## src/rtl/csrind_pkg.sv

```systemverilog
package csrind_pkg;
   typedef enum logic [1:0] {
      VD_ALLOW   = 2'd0,
      VD_ILLEGAL = 2'd1,
      VD_VIRTUAL = 2'd2
   } verdict_e;

   localparam logic [1:0] LVL_U = 2'd0;
   localparam logic [1:0] LVL_S = 2'd1;
   localparam logic [1:0] LVL_V = 2'd2;
   localparam logic [1:0] LVL_M = 2'd3;
endpackage

```

## src/rtl/csrind_sel_store.sv

```systemverilog
module csrind_sel_store #(
   parameter int SEL_W       = 12,
   parameter int PROXY_BASE  = 'h40,
   parameter int PROXY_COUNT = 32
) (
   input  logic             clk,
   input  logic             rst_n,
   input  logic             wr_en,
   input  logic [SEL_W-1:0] wr_data,
   output logic             proxy_hit
);
   localparam int SEL_SPAN = 1 << SEL_W;
   localparam int LIM      = PROXY_BASE + PROXY_COUNT;

   logic [SEL_W-1:0] sel_q;

   always_ff @(posedge clk or negedge rst_n) begin
      if (!rst_n)     sel_q <= '0;
      else if (wr_en) sel_q <= wr_data;
   end

   generate
      if (PROXY_COUNT <= 0) begin : g_none
         assign proxy_hit = 1'b0;
      end else if (PROXY_BASE == 0 && PROXY_COUNT >= SEL_SPAN) begin : g_all
         assign proxy_hit = 1'b1;
      end else begin : g_range
         localparam logic [SEL_W:0] LO = (SEL_W+1)'(PROXY_BASE);
         localparam logic [SEL_W:0] HI = (SEL_W+1)'(LIM);
         logic [SEL_W:0] sel_ext;
         assign sel_ext   = {1'b0, sel_q};
         assign proxy_hit = (sel_ext >= LO) && (sel_ext < HI);
      end
   endgenerate
endmodule

```

## src/rtl/csrind_rule_eval.sv

```systemverilog
module csrind_rule_eval
   import csrind_pkg::*;
#(
   parameter int XLEN    = 64,
   parameter int IND_BIT = 60,
   parameter bit HAS_IND = 1'b1
) (
   input  logic [11:0]     addr,
   input  logic [1:0]      priv,
   input  logic            virt,
   input  logic            gate,
   input  logic [XLEN-1:0] m_en,
   input  logic [XLEN-1:0] h_en,
   input  logic            proxy_hit,
   output verdict_e        verdict
);
   logic [1:0] lvl;
   logic       is_alias;
   logic       m_bit;
   logic       h_bit;
   logic       se_apply;
   logic [1:0] need;

   assign lvl      = addr[9:8];
   assign is_alias = (addr[2:0] != 3'd0);
   assign m_bit    = m_en[IND_BIT];
   assign need     = (lvl == LVL_M) ? LVL_M : LVL_S;
   assign se_apply = gate && (priv != LVL_M) && (lvl != LVL_M);

   generate
      if (HAS_IND) begin : g_hind
         assign h_bit = h_en[IND_BIT];
      end else begin : g_nohind
         logic unused_h;
         assign unused_h = h_en[IND_BIT];
         assign h_bit    = 1'b0;
      end
   endgenerate

   always_comb begin
      verdict = VD_ALLOW;
      if (se_apply && !m_bit)
         verdict = VD_ILLEGAL;
      else if (se_apply && virt && !h_bit)
         verdict = VD_VIRTUAL;
      else if (virt && (lvl != LVL_M) && ((lvl == LVL_V) || (priv == LVL_U)))
         verdict = VD_VIRTUAL;
      else if (is_alias && !proxy_hit)
         verdict = VD_ILLEGAL;
      else if (priv < need)
         verdict = VD_ILLEGAL;
   end
endmodule

```

## src/rtl/csrind_access_gate.sv

```systemverilog
module csrind_access_gate
   import csrind_pkg::*;
#(
   parameter int XLEN        = 64,
   parameter int IND_BIT     = 60,
   parameter bit HAS_IND     = 1'b1,
   parameter int SEL_W       = 12,
   parameter int PROXY_BASE  = 'h40,
   parameter int PROXY_COUNT = 32
) (
   input  logic             clk,
   input  logic             rst_n,
   input  logic             sel_wr_en,
   input  logic [SEL_W-1:0] sel_wr_data,
   input  logic             req_valid,
   input  logic [11:0]      req_addr,
   input  logic [1:0]       hart_priv,
   input  logic             hart_virt,
   input  logic             gate_impl,
   input  logic [XLEN-1:0]  mstate0,
   input  logic [XLEN-1:0]  hstate0,
   output logic             resp_valid,
   output logic             resp_illegal,
   output logic             resp_virtual
);
   generate
      if (IND_BIT >= XLEN) begin : g_bad_bit
         $error("IND_BIT must lie inside XLEN");
      end
      if (PROXY_BASE + PROXY_COUNT > (1 << SEL_W)) begin : g_bad_range
         $error("proxy range exceeds select width");
      end
   endgenerate

   logic     proxy_hit;
   verdict_e verdict;

   csrind_sel_store #(
      .SEL_W(SEL_W), .PROXY_BASE(PROXY_BASE), .PROXY_COUNT(PROXY_COUNT)
   ) u_sel (
      .clk(clk), .rst_n(rst_n), .wr_en(sel_wr_en), .wr_data(sel_wr_data),
      .proxy_hit(proxy_hit)
   );

   csrind_rule_eval #(
      .XLEN(XLEN), .IND_BIT(IND_BIT), .HAS_IND(HAS_IND)
   ) u_eval (
      .addr(req_addr), .priv(hart_priv), .virt(hart_virt), .gate(gate_impl),
      .m_en(mstate0), .h_en(hstate0), .proxy_hit(proxy_hit), .verdict(verdict)
   );

   always_ff @(posedge clk or negedge rst_n) begin
      if (!rst_n) begin
         resp_valid   <= 1'b0;
         resp_illegal <= 1'b0;
         resp_virtual <= 1'b0;
      end else begin
         resp_valid   <= req_valid;
         resp_illegal <= req_valid && (verdict == VD_ILLEGAL);
         resp_virtual <= req_valid && (verdict == VD_VIRTUAL);
      end
   end
endmodule


```

## config.mk

```make
export PLATFORM = sky130hd
export DESIGN_NAME = csrind_access_gate
export DESIGN_NICKNAME = d
export VERILOG_FILES = /design/src/rtl/csrind_pkg.sv /design/src/rtl/csrind_sel_store.sv /design/src/rtl/csrind_rule_eval.sv /design/src/rtl/csrind_access_gate.sv
export SDC_FILE = /design/constraint.sdc
export NUM_CORES = 1
export LEC_CHECK = 0
export BUFFER_PORTS_ARGS = -buffer_cell sky130_fd_sc_hd__buf_2
export CAP_MARGIN = 20
export CORE_AREA = 4 4 62 64
export DETAILED_ROUTE_END_ITERATION = 6
export DIE_AREA = 0 0 66 68
export PLACE_DENSITY = 0.77
export SLEW_MARGIN = 20
export SYNTH_ARGS = -nofsm -noshare
export SYNTH_HDL_FRONTEND = slang
export SYNTH_SLANG_ARGS = --single-unit
export TNS_END_PERCENT = 5
```

## constraint.sdc

```tcl
create_clock -name clk -period 1.19 [get_ports clk]
set_input_delay 0 -clock clk [delete_from_list [all_inputs] [get_ports clk]]
set_output_delay 0 -clock clk [all_outputs]
set_load 0.005 [all_outputs]
```

; ---- Word level (Yosys, flattened, before mapping)
; Index checks and enable logic that the tools add are counted.
[word_totals]
reg_bits = 15
latch_bits = 0
ramBits = 0
romBits = 0
inputBits = 160
word_cells = 36
memories = 0
[classes]
add_sub_neg = 0
n_mul = 0
div_mod_pow = 0
magnitude_cmp = 3
n_eq_ne = 6
shifts = 0
muxes = 6
n_bitwise = 0
reduce_logical = 17
[op_table]
columns = operator, n
row1 = "12-bit by 7-bit >= comparator with 1-bit output, second input constant", 1
row2 = "12-bit by 7-bit < comparator with 1-bit output, second input constant", 1
row3 = 1-bit logical AND, 11
row4 = 2-bit two-way mux, 5
row5 = "2-bit equality test, second input constant", 3
row6 = "2-bit inequality test, second input constant", 2
row7 = 1-bit logical NOT, 3
row8 = 3-bit nonzero test, 1
row9 = "2-bit by 1-bit equality test with 1-bit output, second input constant", 1
row10 = 2-bit logical NOT, 1
row11 = 2-bit < comparator, 1
row12 = 1-bit logical OR, 1
row13 = 1-bit two-way mux, 1

; ---- Logic depth before layout (Yosys ltp)
[depth]
word_depth = 10
ltp_mapped = 5
depth_no_buf = 5

; ---- Cells and area by module
; Synthesis repeated with hierarchy kept, for this count alone.
[hier_totals]
hier_cells = 38
area_unflattened_um2 = 479.2
[modules_own_cells]
columns = mod, instances, cells_each, area_each_um2, seq_area_each_um2
row1 = csrind_sel_store, 1, 18, 300.3, 175.2
row2 = csrind_access_gate, 1, 5, 92.6, 75.1
row3 = csrind_rule_eval, 1, 15, 86.3, 0.0

; ---- Worst setup path after synthesis
; No wires, ideal clock.
[synth_timing]
path_type = register to register
from = register u_sel.sel_q[8]
to = register resp_illegal
setup_time_ns = 0.126
t_arrival_ns = 0.937
required_time_ns = 1.064
path_slack_ns = 0.126
path_stages_with_launch = 5
n_path_buf = 0
synth_period_minus_slack_ns = 1.064
path_cell_list = dfrtp_1 nor4_1 a31oi_1 a211oi_1 nor3b_1
[synth_via]
elab_chain_len = 10
elab_cells_between_ends = 11
[synth_lines]
columns = element, line
row1 = from (decl), csrind_sel_store.sv:15  ; logic [SEL_W-1:0] sel_q;
row2 = from (signal assigned), csrind_sel_store.sv:19  ; else if (wr_en) sel_q <= wr_data;
row3 = 12-bit by 7-bit >= comparator with 1-bit output or 12-bit by 7-bit < comparator with 1-bit output (tied branches), csrind_sel_store.sv:32  ; assign proxy_hit = (sel_ext >= LO) && (sel_ext < HI);
row4 = 1-bit logical AND (*), csrind_sel_store.sv:32
row5 = 1-bit logical NOT (*), csrind_rule_eval.sv:48  ; else if (is_alias && !proxy_hit)
row6 = 1-bit logical AND (*), csrind_rule_eval.sv:48
row7 = 2-bit two-way mux (*), csrind_rule_eval.sv:48
row8 = 2-bit two-way mux (*), csrind_rule_eval.sv:46  ; else if (virt && (lvl != LVL_M) && ((lvl == LVL_V) || (priv == LVL_U)))
row9 = 2-bit two-way mux (*), csrind_rule_eval.sv:44  ; else if (se_apply && virt && !h_bit)
row10 = 2-bit two-way mux (*), csrind_rule_eval.sv:42  ; if (se_apply && !m_bit)
row11 = 2-bit by 1-bit equality test with 1-bit output (*), csrind_access_gate.sv:59  ; resp_illegal <= req_valid && (verdict == VD_ILLEGAL);
row12 = 1-bit logical AND (*), csrind_access_gate.sv:59
row13 = to (signal assigned), csrind_access_gate.sv:59
row14 = to (decl), csrind_access_gate.sv:23  ; output logic resp_illegal,
; Every way passes the cells marked *; elsewhere a longest branch is shown, timed or not.
; A chain may end at the register's enable or synchronous reset.

; ---- Worst setup path in the final report
; Ends and elaborated chain as after synthesis.

==> results.toml <==
[timing]
grt_setup_unrepaired = "yes"
finalCriticalPeriod_ns = 1.26
worstMarginPinSlew_ns = 0.410
drv_slew = 0
timing.hold.ws_ns = 0.121
final_hold_viol_count = 0
fin_ws_ns = -0.0699
finalCritPeriodShare = 1.06
slew_headroom = 0.725
fmax_mhz = 794
finalSetupViolations = 1
fin_worst_skew_ns = 0.000870

[yosys]
ys_seq_elements = 10
synth_top_area_cell = "dfrtp_1"
yosysWarningCount = 0
muxShareOfSynthArea = 0.176
yosys_most_used_dff = "dfrtp_1"
avgSynthCellArea_sq_um = 12.8
synthXorXnorAreaFrac = 0
synth_cell_types = 17
synth_area_sq_um = 447
synth_top_family_by_area = "multiplexers"
synth_fa_ha_area_frac = 0.0532
synth-compound-area-share = 0.0868
ys_async_sr_fraction = 1.00
synth_edf_count = 0
syn_inst = 35
yosysMostFrequentCell = "dfrtp_1"
seq_area_frac_synth = 0.560
synth_common_cells = "dfrtp_1 (10), mux2_2 (7), a211oi_1 (2), inv_1 (2), nand2_1 (2)"
synth.area.top_cells = "dfrtp_1 (56%), mux2_2 (18%), a211oi_1 (3.4%)"
synth-simple-area-share = 0.0952
syn_nets = 196
yosysTopAreaCellShare = 0.560

[cts]
cts_root_buf = "clkbuf_4"
clk_pin_slew_ns = 0.06
cts_buffers = 3
clk_path_buf_depth = 2
cts_tree = "yes"
post_cts_buffers = 0
clk_latency_ns = 0.25
cts_sinks = 10
cts_max_level = 1

[grt]
grt_max_degree = 11
grt_pass1_vias = 474
grt_pass1_wl_mm = 1.99
grtUsageTotal = 0.0637
gr-total-overflow = 0
antenna_found_initial = 0

[cells_and_area]
nNetsFinal = 233
drive_gt1_frac = 0.557
utilization = 0.231
fillers = 365
stdcell_count = 116
syn_to_final_growth_pct = 69.7
diodes = 0

[worst_setup_path]
cp_data_arrival_time_ns = 1.40
crit_fanout = 2
cpPeakStageDelay_ns = 0.41
worstPathRequired_ns = 1.33
slowest_stage = "dfrtp_1"
path_cells = "nor4_4 -> a31oi_2 -> a211oi_2 -> nor3b_1"
setup.worst_path.class = "reg2reg"
crit_path_end_kind = "register"
r2r_setup_slack_ns = -0.07
critical_path.startpoint_type = "register"

[place]
place_congestion = 0.730
post-place-ws_ns = -0.132
portBuffers = 24
dp.cells = 104
dp_hpwl_mm = 1.02

[routing]
dr.pass1.iters = 3
via_count = 415
drtIter0Drc = 4
remaining_drc_errors = 0
antenna_left = 0
viasPerCell = 3.58
wl_per_cell_um = 10.4
wl_mm = 1.21

[die]
dieArea_sq_mm = 0.00449
die_h_um = 68
design.core.area_sq_mm = 0.00328
start_util = 0.136
dieWidth_um = 66
rows = 21
ios = 163

[run_status]
violations = "negative setup slack"
status = "finished with violations"

[power]
power_mw = 0.749
powerDensity_mw_per_mm2 = 988
p_leak_nw = 0.340
ir_worst_vdd_mv = 0.400

[run]
drv_cap = 0

[min_path]
holdCritPathClass = "in2reg"
-- path summary, 6_finish.rpt --
kind                                     start               to  cells after the start
worst max-delay path            u_sel.sel_q[8]     resp_illegal                      4
worst min-delay path                 sel_wr_en  u_sel.sel_q[10]                      2
worst max register to register  u_sel.sel_q[8]     resp_illegal                      4
worst min register to register  u_sel.sel_q[7]   u_sel.sel_q[7]                      1
max in group asynchronous                rst_n   u_sel.sel_q[7]                      2
min in group asynchronous                rst_n   u_sel.sel_q[8]                      2
-- metrics by stage --
stage | setup TNS, ns | cell area [sq um]
finish | -0.0699 | 758
CTS | -0.0658 | 738
global placement | -0.117 | 619
floorplan | 0 | 447
global route | -0.169 | 758
detailed placement | -0.132 | 619
-- timing repair --
| item | 4_1_cts | 5_1_grt |
|---|---|---|
| hold buffers | 9 | 0 |
| setup endpoints to repair | 1 | 1 |
| resized for setup | 1 | 3 |
| pin swaps | 0 | 1 |
| endpoints found under the hold margin | 19 | 0 |
-- worst max-delay path, delay by kind of cell (launching register included) --
kind            cells  cell delay (ns)
simple gates        2             0.37
compound gates      2             0.36
flops               1             0.41
-- layer usage --
metal  wire length (um)  vias up  GRT usage  share of wire
met4                 65        0     0.0761          0.054
met1                412      195     0.0556           0.34
li1                   -      196          -              -
met5                  0        -          0              0
met3                 73        5     0.0131          0.060
met2                655       19      0.113           0.54
-- cells by family (layout without fill, tap and decap cells) --
| kind of cell | Yosys count | count (layout) |
|---|---|---|
| flops | 10 | 10 |
| simple gates | 8 | 8 |
| mux | 7 | 7 |
| compound gates | 5 | 5 |
| buf+inv | 3 | 38 |
| fa+ha+maj | 2 | 2 |
-- state kept, by name (all words and copies together) (netlist names) --
signal and count:
u_sel.sel_q 7, resp_virtual 1, resp_illegal 1, resp_valid 1
-- placed cells by master (no fill, tap or decap), drive strengths merged --
master and count:
a211oi 3, a21oi 1, a31oi 1, and2 1
buf 24, clkbuf 3, dfrtp 10, dlygate4sd3 9
ha 1, inv 2, maj3 1, mux2 7
nand2 2, nand2b 1, nor2 1, nor3 1
nor3b 1, nor4 1
-- power by group --
group | leakage (nW) | switching, mW | internal [mW]
combinational | 0.207 | 0.0535 | 0.0865
sequential | 0.119 | 0.0225 | 0.370
clock | 0.0138 | 0.100 | 0.116
total | 0.340 | 0.176 | 0.573
-- area by class of cell --
cell class | count | area [sq um] | area share
Timing Repair Buffer | 33 | 210 | 0.277
Tap cell | 46 | 57.6 | 0.0759
Multi-Input combinational cell | 22 | 210 | 0.277
Clock buffer | 3 | 22.5 | 0.0297
Inverter | 2 | 7.51 | 0.00990
Sequential cell | 10 | 250 | 0.330
No activity file was read; power rests on OpenSTA's default activity.
